===== src/rtl/hd_spi_pkg.sv =====
`timescale 1ns/1ps
package hd_spi_pkg;
  typedef enum logic [1:0] {ST_IDLE, ST_LOAD, ST_SHIFT, ST_HOLD} eng_state_e;

  localparam logic [1:0] A_CMD  = 2'd0;
  localparam logic [1:0] A_CFG  = 2'd1;
  localparam logic [1:0] A_DATA = 2'd2;
  localparam logic [1:0] A_STAT = 2'd3;

  // command word fields
  localparam int C_DIR  = 16;
  localparam int C_XFER = 17;
  localparam int C_RUN  = 18;
  localparam int C_HOLD = 19;
  localparam int C_REL  = 20;
  localparam int C_SEL  = 21;

  // configuration word fields
  localparam int F_CPOL = 8;
  localparam int F_CPHA = 9;
  localparam int F_WLEN = 12;
  localparam logic [2:0] WLEN_BYTE = 3'd4;

  // sticky error positions, all inside the write-one-to-clear mask
  localparam int E_WLEN = 26;
  localparam int E_BUSY = 27;
  localparam int E_UDF  = 30;
  localparam int E_OVF  = 31;
  localparam logic [31:0] ERR_MASK = 32'hCCCC_0000;
endpackage


===== src/rtl/hd_spi_fifo.sv =====
`timescale 1ns/1ps
module hd_spi_fifo #(
  parameter int WIDTH = 8,
  parameter int DEPTH = 4
) (
  input  logic             clk,
  input  logic             rst_n,
  input  logic             push,
  input  logic [WIDTH-1:0] din,
  input  logic             pop,
  output logic [WIDTH-1:0] dout,
  output logic             empty,
  output logic             full
);
  localparam int AW = (DEPTH > 1) ? $clog2(DEPTH) : 1;

  logic [WIDTH-1:0] mem [DEPTH];
  logic [AW-1:0]    wp_q, rp_q;
  logic [AW:0]      cnt_q;
  logic             do_push, do_pop;

  assign empty   = (cnt_q == '0);
  assign full    = (cnt_q == (AW+1)'(DEPTH));
  assign do_push = push && !full;
  assign do_pop  = pop && !empty;
  assign dout    = mem[rp_q];

  always_ff @(posedge clk or negedge rst_n) begin
    if (!rst_n) begin
      wp_q  <= '0;
      rp_q  <= '0;
      cnt_q <= '0;
    end else begin
      if (do_push) wp_q <= (wp_q == AW'(DEPTH-1)) ? '0 : wp_q + 1'b1;
      if (do_pop)  rp_q <= (rp_q == AW'(DEPTH-1)) ? '0 : rp_q + 1'b1;
      if (do_push && !do_pop)      cnt_q <= cnt_q + 1'b1;
      else if (do_pop && !do_push) cnt_q <= cnt_q - 1'b1;
    end
  end

  always_ff @(posedge clk) begin
    if (do_push) mem[wp_q] <= din;
  end

  // the owner must gate accesses with the flags
  assert_no_overflow_R9: assert property (@(posedge clk) disable iff (!rst_n)
    push |-> !full);
  assert_no_underflow_R10: assert property (@(posedge clk) disable iff (!rst_n)
    pop |-> !empty);
endmodule


===== src/rtl/hd_spi_engine.sv =====
`timescale 1ns/1ps
module hd_spi_engine
  import hd_spi_pkg::*;
#(
  parameter int CNT_W    = 16,
  parameter int RATE_W   = 8,
  parameter int PRESCALE = 2
) (
  input  logic              clk,
  input  logic              rst_n,
  input  logic              start,
  input  logic [CNT_W-1:0]  cnt,
  input  logic              dir_rx,
  input  logic              cpol,
  input  logic              cpha,
  input  logic [RATE_W-1:0] rate,
  input  logic              keep_cs,
  input  logic              tx_valid,
  input  logic [7:0]        tx_byte,
  input  logic              rx_ready,
  input  logic              miso,
  output logic              tx_pop,
  output logic              rx_push,
  output logic [7:0]        rx_byte,
  output logic              busy,
  output logic              cs_act,
  output logic              sclk,
  output logic              mosi
);
  localparam int HALF_MUL = (PRESCALE < 2) ? 1 : PRESCALE / 2;
  localparam int DIV_W    = RATE_W + $clog2(HALF_MUL + 1) + 2;

  eng_state_e        st_q;
  logic [DIV_W-1:0]  div_q, half_lim_q;
  logic [3:0]        edge_q;
  logic [CNT_W-1:0]  left_q;
  logic [7:0]        txsr_q, rxsr_q;
  logic              phase_q, cpol_q, cpha_q, rx_q, keep_q, cs_q;
  logic              tick, samp, launch, load_ok, last_edge;

  assign tick      = (div_q == half_lim_q - DIV_W'(1));
  assign samp      = (edge_q[0] == cpha_q);
  assign launch    = !samp && !(cpha_q && edge_q == 4'd0);
  assign last_edge = (edge_q == 4'd15);
  assign load_ok   = rx_q ? rx_ready : tx_valid;
  assign tx_pop    = (st_q == ST_LOAD) && !rx_q && tx_valid;
  assign rx_push   = (st_q == ST_SHIFT) && tick && last_edge && rx_q;
  assign rx_byte   = cpha_q ? {rxsr_q[6:0], miso} : rxsr_q;
  assign busy      = (st_q != ST_IDLE);
  assign cs_act    = cs_q;
  assign sclk      = phase_q ^ cpol_q;
  assign mosi      = txsr_q[7];

  always_ff @(posedge clk or negedge rst_n) begin
    if (!rst_n) begin
      st_q       <= ST_IDLE;
      div_q      <= '0;
      half_lim_q <= DIV_W'(1);
      edge_q     <= '0;
      left_q     <= '0;
      txsr_q     <= 8'hFF;
      rxsr_q     <= '0;
      phase_q    <= 1'b0;
      cpol_q     <= 1'b0;
      cpha_q     <= 1'b0;
      rx_q       <= 1'b0;
      keep_q     <= 1'b0;
      cs_q       <= 1'b0;
    end else begin
      case (st_q)
        ST_IDLE: begin
          cpol_q <= cpol;
          if (start) begin
            cpha_q     <= cpha;
            rx_q       <= dir_rx;
            keep_q     <= keep_cs;
            left_q     <= cnt;
            half_lim_q <= DIV_W'(HALF_MUL * (int'(rate) + 1));
            div_q      <= '0;
            cs_q       <= 1'b1;
            st_q       <= (cnt == '0) ? ST_HOLD : ST_LOAD;
          end
        end
        ST_LOAD: begin
          if (load_ok) begin
            txsr_q <= rx_q ? 8'hFF : tx_byte;
            edge_q <= '0;
            div_q  <= '0;
            st_q   <= ST_SHIFT;
          end
        end
        ST_SHIFT: begin
          if (tick) begin
            div_q   <= '0;
            phase_q <= ~phase_q;
            edge_q  <= edge_q + 4'd1;
            if (samp)   rxsr_q <= {rxsr_q[6:0], miso};
            if (launch) txsr_q <= {txsr_q[6:0], 1'b1};
            if (last_edge) begin
              left_q <= left_q - 1'b1;
              st_q   <= (left_q == CNT_W'(1)) ? ST_HOLD : ST_LOAD;
            end
          end else begin
            div_q <= div_q + 1'b1;
          end
        end
        default: begin
          if (tick) begin
            cs_q   <= keep_q;
            div_q  <= '0;
            txsr_q <= 8'hFF;
            st_q   <= ST_IDLE;
          end else begin
            div_q <= div_q + 1'b1;
          end
        end
      endcase
    end
  end

  assert_half_period_R2: assert property (@(posedge clk) disable iff (!rst_n)
    !$stable(phase_q) |-> ($past(st_q) == ST_SHIFT) && (div_q == '0));
  assert_sclk_idle_R3: assert property (@(posedge clk) disable iff (!rst_n)
    (st_q != ST_SHIFT) |-> (sclk == cpol_q));
  assert_clock_needs_select_R7: assert property (@(posedge clk) disable iff (!rst_n)
    (sclk != cpol_q) |-> cs_q);
endmodule


===== src/rtl/hd_spi_master.sv =====
`timescale 1ns/1ps
module hd_spi_master
  import hd_spi_pkg::*;
#(
  parameter int CNT_W      = 16,
  parameter int RATE_W     = 8,
  parameter int PRESCALE   = 2,
  parameter int FIFO_DEPTH = 4,
  parameter int SEL_W      = 2
) (
  input  logic                    clk,
  input  logic                    rst_n,
  input  logic                    bus_wr,
  input  logic                    bus_rd,
  input  logic [1:0]              bus_addr,
  input  logic [31:0]             bus_wdata,
  output logic [31:0]             bus_rdata,
  output logic                    sclk,
  output logic                    mosi,
  input  logic                    miso,
  output logic [(1<<SEL_W)-1:0]   cs_n
);
  localparam int NUM_CS = 1 << SEL_W;

  logic [CNT_W-1:0]  cmd_cnt_q;
  logic              cmd_rx_q, cmd_xfer_q, cmd_hold_q, cmd_rel_q;
  logic [SEL_W-1:0]  cmd_sel_q;
  logic [RATE_W-1:0] cfg_rate_q;
  logic              cfg_cpol_q, cfg_cpha_q;
  logic [2:0]        cfg_wlen_q;
  logic [3:0]        err_q, err_set, err_clr;

  logic cmd_wr, cfg_wr, dat_wr, dat_rd, busy, start, cs_act;
  logic tx_pop, tx_empty, tx_full, rx_push, rx_empty, rx_full;
  logic [7:0] tx_dout, rx_byte, rx_dout;
  logic [31:0] cmd_rd, cfg_rd;

  assign cmd_wr = bus_wr && (bus_addr == A_CMD);
  assign cfg_wr = bus_wr && (bus_addr == A_CFG);
  assign dat_wr = bus_wr && (bus_addr == A_DATA);
  assign dat_rd = bus_rd && (bus_addr == A_DATA);
  assign start  = cmd_wr && !busy && bus_wdata[C_RUN] && (cfg_wlen_q == WLEN_BYTE);

  // error order: {overflow, underflow, busy write, word length}
  assign err_set = {dat_wr && tx_full, dat_rd && rx_empty,
                    cmd_wr && busy && bus_wdata[C_RUN],
                    cmd_wr && !busy && bus_wdata[C_RUN] && (cfg_wlen_q != WLEN_BYTE)};
  assign err_clr = cfg_wr ? {bus_wdata[E_OVF], bus_wdata[E_UDF],
                             bus_wdata[E_BUSY], bus_wdata[E_WLEN]} : 4'b0;

  always_ff @(posedge clk or negedge rst_n) begin
    if (!rst_n) begin
      cmd_cnt_q  <= '0;
      cmd_rx_q   <= 1'b0;
      cmd_xfer_q <= 1'b0;
      cmd_hold_q <= 1'b0;
      cmd_rel_q  <= 1'b0;
      cmd_sel_q  <= '0;
      cfg_rate_q <= '0;
      cfg_cpol_q <= 1'b0;
      cfg_cpha_q <= 1'b0;
      cfg_wlen_q <= WLEN_BYTE;
      err_q      <= '0;
    end else begin
      if (cmd_wr && !busy) begin
        cmd_cnt_q  <= bus_wdata[CNT_W-1:0];
        cmd_rx_q   <= bus_wdata[C_DIR];
        cmd_xfer_q <= bus_wdata[C_XFER];
        cmd_hold_q <= bus_wdata[C_HOLD];
        cmd_rel_q  <= bus_wdata[C_REL];
        cmd_sel_q  <= bus_wdata[C_SEL +: SEL_W];
      end
      if (cfg_wr) begin
        cfg_rate_q <= bus_wdata[RATE_W-1:0];
        cfg_cpol_q <= bus_wdata[F_CPOL];
        cfg_cpha_q <= bus_wdata[F_CPHA];
        cfg_wlen_q <= bus_wdata[F_WLEN +: 3];
      end
      err_q <= (err_q & ~err_clr) | err_set;
    end
  end

  hd_spi_fifo #(.WIDTH(8), .DEPTH(FIFO_DEPTH)) u_txq (
    .clk, .rst_n, .push(dat_wr && !tx_full), .din(bus_wdata[7:0]),
    .pop(tx_pop), .dout(tx_dout), .empty(tx_empty), .full(tx_full));

  hd_spi_fifo #(.WIDTH(8), .DEPTH(FIFO_DEPTH)) u_rxq (
    .clk, .rst_n, .push(rx_push), .din(rx_byte),
    .pop(dat_rd && !rx_empty), .dout(rx_dout), .empty(rx_empty), .full(rx_full));

  hd_spi_engine #(.CNT_W(CNT_W), .RATE_W(RATE_W), .PRESCALE(PRESCALE)) u_eng (
    .clk, .rst_n, .start,
    .cnt(bus_wdata[C_XFER] ? bus_wdata[CNT_W-1:0] : '0),
    .dir_rx(bus_wdata[C_DIR]), .cpol(cfg_cpol_q), .cpha(cfg_cpha_q),
    .rate(cfg_rate_q), .keep_cs(bus_wdata[C_HOLD] && !bus_wdata[C_REL]),
    .tx_valid(!tx_empty), .tx_byte(tx_dout), .rx_ready(!rx_full), .miso,
    .tx_pop, .rx_push, .rx_byte, .busy, .cs_act, .sclk, .mosi);

  for (genvar g = 0; g < NUM_CS; g++) begin : g_cs
    assign cs_n[g] = !(cs_act && (cmd_sel_q == SEL_W'(g)));
  end

  always_comb begin
    cmd_rd = '0;
    cmd_rd[CNT_W-1:0]       = cmd_cnt_q;
    cmd_rd[C_DIR]           = cmd_rx_q;
    cmd_rd[C_XFER]          = cmd_xfer_q;
    cmd_rd[C_RUN]           = busy;
    cmd_rd[C_HOLD]          = cmd_hold_q;
    cmd_rd[C_REL]           = cmd_rel_q;
    cmd_rd[C_SEL +: SEL_W]  = cmd_sel_q;
    cfg_rd = '0;
    cfg_rd[RATE_W-1:0]      = cfg_rate_q;
    cfg_rd[F_CPOL]          = cfg_cpol_q;
    cfg_rd[F_CPHA]          = cfg_cpha_q;
    cfg_rd[F_WLEN +: 3]     = cfg_wlen_q;
    {cfg_rd[E_OVF], cfg_rd[E_UDF], cfg_rd[E_BUSY], cfg_rd[E_WLEN]} = err_q;
    case (bus_addr)
      A_CMD:   bus_rdata = cmd_rd;
      A_CFG:   bus_rdata = cfg_rd;
      A_DATA:  bus_rdata = rx_empty ? 32'h0 : {24'h0, rx_dout};
      default: bus_rdata = {28'h0, tx_empty, tx_full, rx_empty, busy};
    endcase
  end

  assert_start_needs_run_R6: assert property (@(posedge clk) disable iff (!rst_n)
    $rose(busy) |-> $past(start));
  assert_single_select_R7: assert property (@(posedge clk) disable iff (!rst_n)
    $onehot0(~cs_n));
  assert_err_sticky_R13: assert property (@(posedge clk) disable iff (!rst_n)
    (|($past(err_q) & ~err_q)) |-> $past(cfg_wr));
endmodule


===== config.mk =====
export PLATFORM = sky130hd
export DESIGN_NAME = hd_spi_master
export DESIGN_NICKNAME = d
export VERILOG_FILES = /design/src/rtl/hd_spi_pkg.sv /design/src/rtl/hd_spi_fifo.sv /design/src/rtl/hd_spi_engine.sv /design/src/rtl/hd_spi_master.sv
export SDC_FILE = /design/constraint.sdc
export NUM_CORES = 1
export LEC_CHECK = 0
export ABC_CLOCK_PERIOD_IN_PS = 4100
export CAP_MARGIN = 20
export CELL_PAD_IN_SITES_DETAIL_PLACEMENT = 2
export CELL_PAD_IN_SITES_GLOBAL_PLACEMENT = 2
export CORE_ASPECT_RATIO = 1.25
export CORE_MARGIN = 1
export CORE_UTILIZATION = 40
export DETAILED_ROUTE_END_ITERATION = 6
export MAX_ROUTING_LAYER = met4
export PLACE_DENSITY_LB_ADDON = 0.1
export REMOVE_ABC_BUFFERS = 1
export SLEW_MARGIN = 20
export SYNTH_ARGS = -nofsm -noshare
export SYNTH_HDL_FRONTEND = slang
export SYNTH_SLANG_ARGS = --single-unit

===== constraint.sdc =====
create_clock -name clk -period 4.1 [get_ports clk]
set_input_delay 1.23 -clock clk [delete_from_list [all_inputs] [get_ports clk]]
set_output_delay 1.23 -clock clk [all_outputs]
set_load 0.01 [all_outputs]

* After elaboration in Yosys (flattened, before gate mapping) *
Memory sizes are Yosys's and may differ from the RTL's.
Cells that the tools add are included.
Widths: inputs -> output; s select.

word-level totals
  memories = 2
  memory bits (writable) = 64
  memory bits (read-only) = 0
  output and inout bits = 38
  register bits after elaboration = 119
  bits in latches = 0
  word-level logic and storage cells = 198
  input bits = 39

memories
  memory     words  width  read ports  clocked after Yosys merged registers in  wr ports  RTL line           text
  u_rxq.mem  4      8      1           0                                        1         hd_spi_fifo.sv:17  logic [WIDTH-1:0] mem [DEPTH];
  u_txq.mem  4      8      1           0                                        1         hd_spi_fifo.sv:17

cells by class
  magnitude comparators = 0
  multiply operators = 0
  divide/modulo/power cells = 0
  equality and inequality tests = 24
  multiplexer cells = 46
  shift operators = 0
  add/sub/neg operators = 13
  reduce and logical (&&, ||, !) cells = 76
  bitwise operators = 7

operators by type and width
  cell                   number
  $pmux 32 s3            1
  $mux 16                4
  $mux 8                 7
  $logic_and 1x1->1      34
  $mux 11                3
  $pmux 16 s2            1
  $pmux 8 s3             1
  $mux 2                 11
  $pmux 11 s2            1
  $logic_not 1->1        17
  $eq 16x1->1 const B    1
  $eq 2x2->1 const B     8
  $logic_not 16->1       1
  $sub 16x1->16 const B  1
  $reduce_bool 2->1      7
  $mux 3                 4
  $mux 4                 3
  $add 11x1->11 const B  1
  $eq 11x11->1           1
  $sub 11x1->11 const B  1
  $reduce_and 5->1       2
  $add 8x1->9 const B    1
  $eq 3x3->1 const B     3
  $reduce_and 3->1       3
  26 further kinds       49

* Logic depth before layout (Yosys ltp) *
Gate-level depths: netlist of run 1.

  depth after elaboration = 10
  depth in mapped cells = 15
  gate-level depth less buffers = 14

* Cells and area by module *
Synthesis of run 1 repeated with hierarchy kept, for this count alone.

unflattened totals
  cell total of the unflattened synthesis = 815
  area total of the unflattened synthesis = 9552.9 um^2

by module, submodules not included
  module               instances  cells an instance  area an instance (um^2)  seq. area each (um^2)
  hd_spi_engine        1          467                4216.5                   1612.8
  hd_spi_master        1          190                2110.8                   977.2
  hd_spi_fifo (u_rxq)  1          79                 1619.1                   1136.1
  hd_spi_fifo (u_txq)  1          79                 1606.5                   1136.1

* Worst setup path before layout of run 1 *
Ideal clock, no wire load.

  path type = input port to output port
  start = in bus_addr[1]
  end = out bus_rdata[4]
  required time = 2.870 ns
  path buffers = 1
  slack = 0.499 ns
  data arrival time = 2.371 ns
  cell stages on the path = 5
  cell sequence = buf_2 > clkinv_1 > nor2_1 > a22oi_1 > o21ai_0

on the way
  word-level cells in the longest chain between the ends = 2
  elaborated cells on any way between the ends = 4
  classes of those cells = eq/ne: 2; mux: 1; reduce/logical: 1

RTL lines
  what                                      RTL line              text
  start: declaration                        hd_spi_master.sv:15   input logic [1:0] bus_addr,
  $eq 2x2->1, or another cell as far along  hd_spi_master.sv:118  case (bus_addr)
  $pmux 32 s3 (*)                           hd_spi_master.sv:118
  end: declaration                          hd_spi_master.sv:17   output logic [31:0] bus_rdata,

Mark *: on every way between the ends. The rest lies on a longest branch, timed or not.

* Worst setup path in the final report of run 1 *
  start = in bus_addr[0]
  end = out bus_rdata[14]

Same word-level chain as after synthesis.

==> results of run 1 <==
==> cells in the final DEF (no fill, tap or decap), types with 7 or more instances in the layout <==
master / count
nand4_1: 9
edfxtp_1: 64
dlymetal6s2s_1: 8
nor3_1: 30
a21oi_1: 22
mux2i_1: 17
inv_8: 7
o21ai_0: 41
mux2_2: 67
xnor2_1: 17
and2_1: 17
xor2_1: 10
nand2_1: 62
clkbuf_16: 17
inv_1: 25
clkdlybuf4s50_1: 47
dfrtp_1: 107
dlygate4sd2_1: 8
nor2_1: 37
nor4_1: 8
mux4_2: 16
a221oi_1: 7
or3_1: 10
ha_1: 23
dfstp_2: 10
buf_4: 41
nand3_1: 32
==> worst max-delay path: stages <==
cell,delay [ns]
clkdlybuf4s50_1,0.53
buf_8,0.19
buf_4,0.16
mux2i_1,0.08
nor2_1,0.12
clkdlybuf4s50_1,0.56
==> area by class of cell <==
type | count | area [µm²]
well taps | 283 | 354.1
inverters | 26 | 97.59
repair buffers | 108 | 1010
clock inverters | 14 | 161.4
multi-input cells | 528 | 4028
clock buffers | 18 | 429.2
flip-flops and latches | 181 | 4862
fillers | 2231 | 11340
==> cell families after synthesis <==
family	count (synthesis)	synth area share
simple gates	252	0.1462
flops	181	0.5325
compound gates	117	0.08319
xor+xnor	27	0.02590
other cells	1	0.0004107
mux	102	0.1440
fa+ha+maj	25	0.03591
buf+inv	66	0.03179
==> per-layer routing <==
| layer | routed length, µm | part of all wire |
|---|---|---|
| met3 | 606 | 0.022 |
| met5 | 0 | 0 |
| met1 | 11340 | 0.42 |
| met4 | 667 | 0.025 |
| met2 | 14340 | 0.53 |
==> power by group through the flow <==
stage | Clock, mW | Combinational [mW] | Sequential [mW]
after floorplan | 0 | 1.29 | 2.58
after global placement | 0 | 1.91 | 2.68
after detailed placement | 0 | 2.04 | 2.73
after CTS | 1.69 | 2.05 | 2.70
after global routing | 1.75 | 2.20 | 2.76
final | 1.65 | 2.01 | 2.69
==> worst paths after layout <==
check	from	end	slack (ns)	cells after the start
worst max register to register	u_eng.half_lim_q[1]	u_rxq.cnt_q[2]	0.55	13
min in group asynchronous	rst_n	u_eng.div_q[7]	0.81	1
worst max-delay path	bus_addr[0]	bus_rdata[14]	-0.008	6
worst min-delay path	err_q[1]	err_q[1]	0.49	1
max in group asynchronous	rst_n	cfg_wlen_q[2]	2.41	2
worst min register to register	err_q[1]	err_q[1]	0.49	1
==> sequential cells by signal, summed over array words and instances, names as in the netlist, 3 cells and up <==
name	flops
u_rxq.cnt_q	3
u_txq.cnt_q	3
u_eng.left_q	16
u_eng.div_q	11
cfg_wlen_q	3
err_q	4
u_eng.txsr_q	8
u_eng.half_lim_q	9
u_txq.mem	32
u_eng.edge_q	4
u_eng.rxsr_q	8
cmd_cnt_q	16
cfg_rate_q	8
u_rxq.mem	32
==> repair_timing <==
| action | in CTS | in global routing |
|---|---|---|
| setup endpoints to repair | 23 | 9 |
| hold buffers | 0 | 0 |
| pin swaps | 0 | 0 |
| resized for setup | 19 | 11 |
==> impl_metrics.py, run 1 <==
metrics = {
    "grt": {
        "grt_pass1_vias": 7496,
        "grt_max_degree": 75,
        "grt.busiest_layer": "met2",
        "use_met1": 0.2943,
        "grtUsageMet3": 0.02489,
        "gr-total-overflow": 0,
        "grt_first_pass_wirelength_um": 42570,
        "use_met2": 0.4471,
        "antenna_found_initial": 0,
        "grt_usage": 0.2534,
    },
    "placed_design": {
        "dp_slack_ns": -0.3030,
        "place_inst": 1126,
        "placed_area_um2": 10310,
        "globalplace.congestion": 0.8112,
        "hpwl_um": 19620,
        "portBuffers": 66,
    },
    "floorplanning": {
        "dieArea_um2": 23440,
        "num_rows": 61,
        "die_h_um": 170.9,
        "start_util": 0.4097,
        "coreArea_um2": 22290,
        "io_pins": 77,
        "fp.dieW_um": 137.1,
    },
    "cts": {
        "insertion_delay_ns": 0.45,
        "path_clk_slew_ns": 0.07,
        "cts_tree": "done",
        "root_buffer": "clkbuf_16",
        "cts.sinks": 181,
        "cts_buffer_depth": 2,
        "cts_setup_buffers": 0,
        "cts_buffers": 17,
        "cts_htree_levels": 4,
    },
    "pwr": {
        "leakage_nw": 4.454,
        "power.share.combinational": 0.316,
        "finalPower_mw": 6.351,
        "p_seq_frac": 0.424,
        "worst_ir_drop_vdd_mv": 0.3454,
        "power.density_nw_per_um2": 580.5,
        "p_switching_mw": 2.262,
        "sw_frac_of_total": 0.3562,
        "p_clk_frac": 0.260,
        "intPower_mw": 4.089,
    },
    "route": {
        "vias_per_cell": 5.715,
        "avgRoutedWirePerCell_um": 23.28,
        "ant_nets": 0,
        "vias": 6618,
        "dr.pass1.iters": 6,
        "drtIter0Drc": 251,
        "drt_wl_total_um": 26950,
        "post-route-drc-count": 0,
    },
    "layout": {
        "final_core_util": 0.4910,
        "instances_no_fill": 1158,
        "fin_area_um2": 10940,
        "finalNetCount": 926,
        "area_delta_synth_final_pct": 19.84,
        "drive_gt1_frac": 0.2229,
        "diodes": 0,
    },
    "timing": {
        "hold_slack_ns": 0.4927,
        "fin_tns_setup_ns": -0.02021,
        "slew_violations": 0,
        "rsz0062_at_grt": "true",
        "max_freq_mhz": 243.4,
        "relSlewSlack": 0.4238,
        "finalHoldViolations": 0,
        "setup_viol": 3,
        "finalWorstSetupSlack_ns": -0.008454,
        "finalCritPeriodShare": 1.002,
        "tightest_slew_ns": 0.8643,
        "clock_skew_ns": 0.01396,
        "period_needed_ns": 4.108,
    },
    "worst_setup_path": {
        "crit_type": "in2out",
        "cp-start-kind": "input pin",
        "endpoint_kind": "primary output",
        "worst-path-max-fanout": 15,
        "cp.required_ns": 2.87,
        "arrival_ns": 2.88,
    },
    "logic_synthesis": {
        "yosysTopAreaCell": "dfrtp_1",
        "yosysMostFrequentCell": "dfrtp_1",
        "synth_area_leaders": "dfrtp_1, edfxtp_1, mux2_2",
        "yosys_warnings": 0,
        "syn_area_um2": 9130,
        "synthArstFlopShare": 0.6464,
        "post_synth.cell_area_avg_um2": 11.84,
        "ys_types": 75,
        "synth_edf_count": 64,
        "synth-main-ff-cell": "dfrtp_1",
        "yosys.area.top_type_share": 0.2933,
        "ys_seq_area_frac": 0.5325,
        "ys_ff_latch": 181,
        "yosys-top-cells-count": "dfrtp_1, mux2_2, edfxtp_1, nand2_1, o21ai_0",
        "synth_cells": 771,
    },
    "status": {
        "outcome": "finished with violations",
        "violations": "setup timing",
    },
    "job": {
        "maxCapViolCount": 0,
    },
    "hold_path": {
        "hp-class": "reg2reg",
    },
}
Note: power is estimated with default switching activity, not from simulation.
==> inputs of run 2 (changes only) <==
Settings changed: PLACE_DENSITY_LB_ADDON 0.1 to 0.2.
==> impl_metrics.py, run 2 (synthesis results as in run 1) <==
metrics = {
    "job": {
        "maxCapViolCount": 0,
    },
    "floorplanning": {
        "dieArea_um2": 23440,
        "start_util": 0.4097,
        "fp.dieW_um": 137.1,
        "die_h_um": 170.9,
        "num_rows": 61,
        "io_pins": 77,
        "coreArea_um2": 22290,
    },
    "placed_design": {
        "globalplace.congestion": 0.8559,
        "hpwl_um": 20650,
        "portBuffers": 66,
        "place_inst": 1125,
    },
    "timing": {
        "max_freq_mhz": 251.6,
        "tightest_slew_ns": 0.8226,
        "hold_slack_ns": 0.4946,
        "relSlewSlack": 0.4516,
        "finalHoldViolations": 0,
        "finalCritPeriodShare": 0.9694,
        "setup_viol": 0,
        "clock_skew_ns": 0.01345,
        "rsz0062_at_grt": "false",
        "slew_violations": 0,
        "period_needed_ns": 3.975,
    },
    "pwr": {
        "leakage_nw": 4.395,
        "worst_ir_drop_vdd_mv": 0.3678,
        "power.density_nw_per_um2": 587.6,
    },
    "route": {
        "dr.pass1.iters": 4,
        "vias_per_cell": 5.760,
        "vias": 6682,
        "post-route-drc-count": 0,
        "drtIter0Drc": 319,
        "avgRoutedWirePerCell_um": 24.84,
        "drt_wl_total_um": 28810,
        "ant_nets": 0,
    },
    "grt": {
        "grt_pass1_vias": 7625,
        "use_met1": 0.3024,
        "grt_usage": 0.2702,
        "grt_max_degree": 57,
        "use_met2": 0.4897,
        "gr-total-overflow": 0,
        "grt_first_pass_wirelength_um": 44800,
        "grt.busiest_layer": "met2",
        "grtUsageMet3": 0.03170,
        "antenna_found_initial": 0,
    },
    "cts": {
        "cts_buffers": 17,
        "cts_buffer_depth": 2,
        "root_buffer": "clkbuf_16",
        "cts_htree_levels": 4,
        "cts_tree": "done",
        "insertion_delay_ns": 0.45,
        "path_clk_slew_ns": 0.08,
        "cts.sinks": 181,
    },
    "layout": {
        "mostFrequentLayoutCells": "dfrtp_1, mux2_2, edfxtp_1",
        "finalNetCount": 928,
        "instances_no_fill": 1160,
        "area_delta_synth_final_pct": 20.36,
        "fillCellCount": 2214,
        "diodes": 0,
        "final_core_util": 0.4931,
        "top_regs": "u_rxq.mem x32, u_txq.mem x32",
        "drive_gt1_frac": 0.2303,
        "final_common_cell": "dfrtp_1",
    },
    "worst_setup_path": {
        "endpoint_kind": "primary output",
        "cp_cell_sequence": "mux4_2 -> a22oi_1 -> o21ai_1 -> buf_4 -> clkdlybuf4s50_1",
        "crit_buf_inv": 2,
        "cp.required_ns": 2.87,
        "crit_type": "reg2out",
        "reg2reg_from": "u_eng.half_lim_q[0]",
        "arrival_ns": 2.74,
        "critPathTopFamily": "flip-flops",
        "critPathMaxStageDelay_ns": 0.75,
        "crit_start": "u_rxq.rp_q[0]",
        "cp_slowest_cell": "dfrtp_1",
        "cp-start-kind": "register",
        "worst-path-max-fanout": 11,
    },
    "status": {
        "outcome": "finished clean",
    },
    "hold_path": {
        "hp-start": "u_eng.keep_q",
        "hp-class": "reg2reg",
    },
}
## run 2: power breakdown
group | switching, mW | internal [mW] | total, mW
registers | 0.425 | 2.28 | 2.70
logic | 1.07 | 0.991 | 2.06
clock network | 0.843 | 0.847 | 1.69
total | 2.34 | 4.12 | 6.46
## run 2: layout make-up
type	instances	area, µm²	area share
Tap cell	283	354.1	0.03222
Inverter	26	97.59	0.008881
Clock buffer	18	439.2	0.03996
Multi-Input combinational cell	528	4054	0.3689
Clock inverter	14	172.7	0.01571
Sequential cell	181	4862	0.4424
Timing Repair Buffer	110	1010	0.09188
## run 2: final timing paths
kind	endpoint	cells past startpoint	slack, ns
worst max-delay path	bus_rdata[7]	5	0.13
max in group asynchronous	cmd_cnt_q[1]	2	2.38
worst min-delay path	u_eng.keep_q	2	0.49
min in group asynchronous	u_eng.div_q[8]	1	0.86
worst max register to register	u_rxq.cnt_q[2]	14	0.35
worst min register to register	u_eng.keep_q	2	0.49
## run 2: what timing repair did
action	CTS	global route
hold buffers	0	0
pin swaps	1	0
cloned	1	0
gates resized for setup	27	7
buffers inserted	2	0
endpoints found under the setup margin	27	13
## run 2: layer usage
metal,part of all wire,routed length (µm),vias up
li1,-,-,3019
met1,0.40,11500,3502
met2,0.55,15820,122
met3,0.025,722,39
met4,0.027,771,0
met5,0,0,-
## run 2: worst min-delay path: stages (launching register included)
cell     delay (ns)
dfrtp_1        0.35
nand2_1        0.05
o21ai_0        0.06
## run 2: stage by stage
| step | power [mW] | worst slack, ns | setup TNS [ns] | area, µm² |
|---|---|---|---|---|
| floorplan | 3.878 | -2.345 | -66.04 | 8952 |
| detailed placement | 4.786 | -0.2757 | -4.187 | 10310 |
| finish | 6.458 | 0.1253 | 0 | 10990 |
| global route | 6.781 | 0.007167 | 0 | 10990 |
| CTS | 6.520 | -0.03331 | -0.03331 | 10970 |
| global placement | 4.573 | -0.2447 | -3.533 | 10310 |
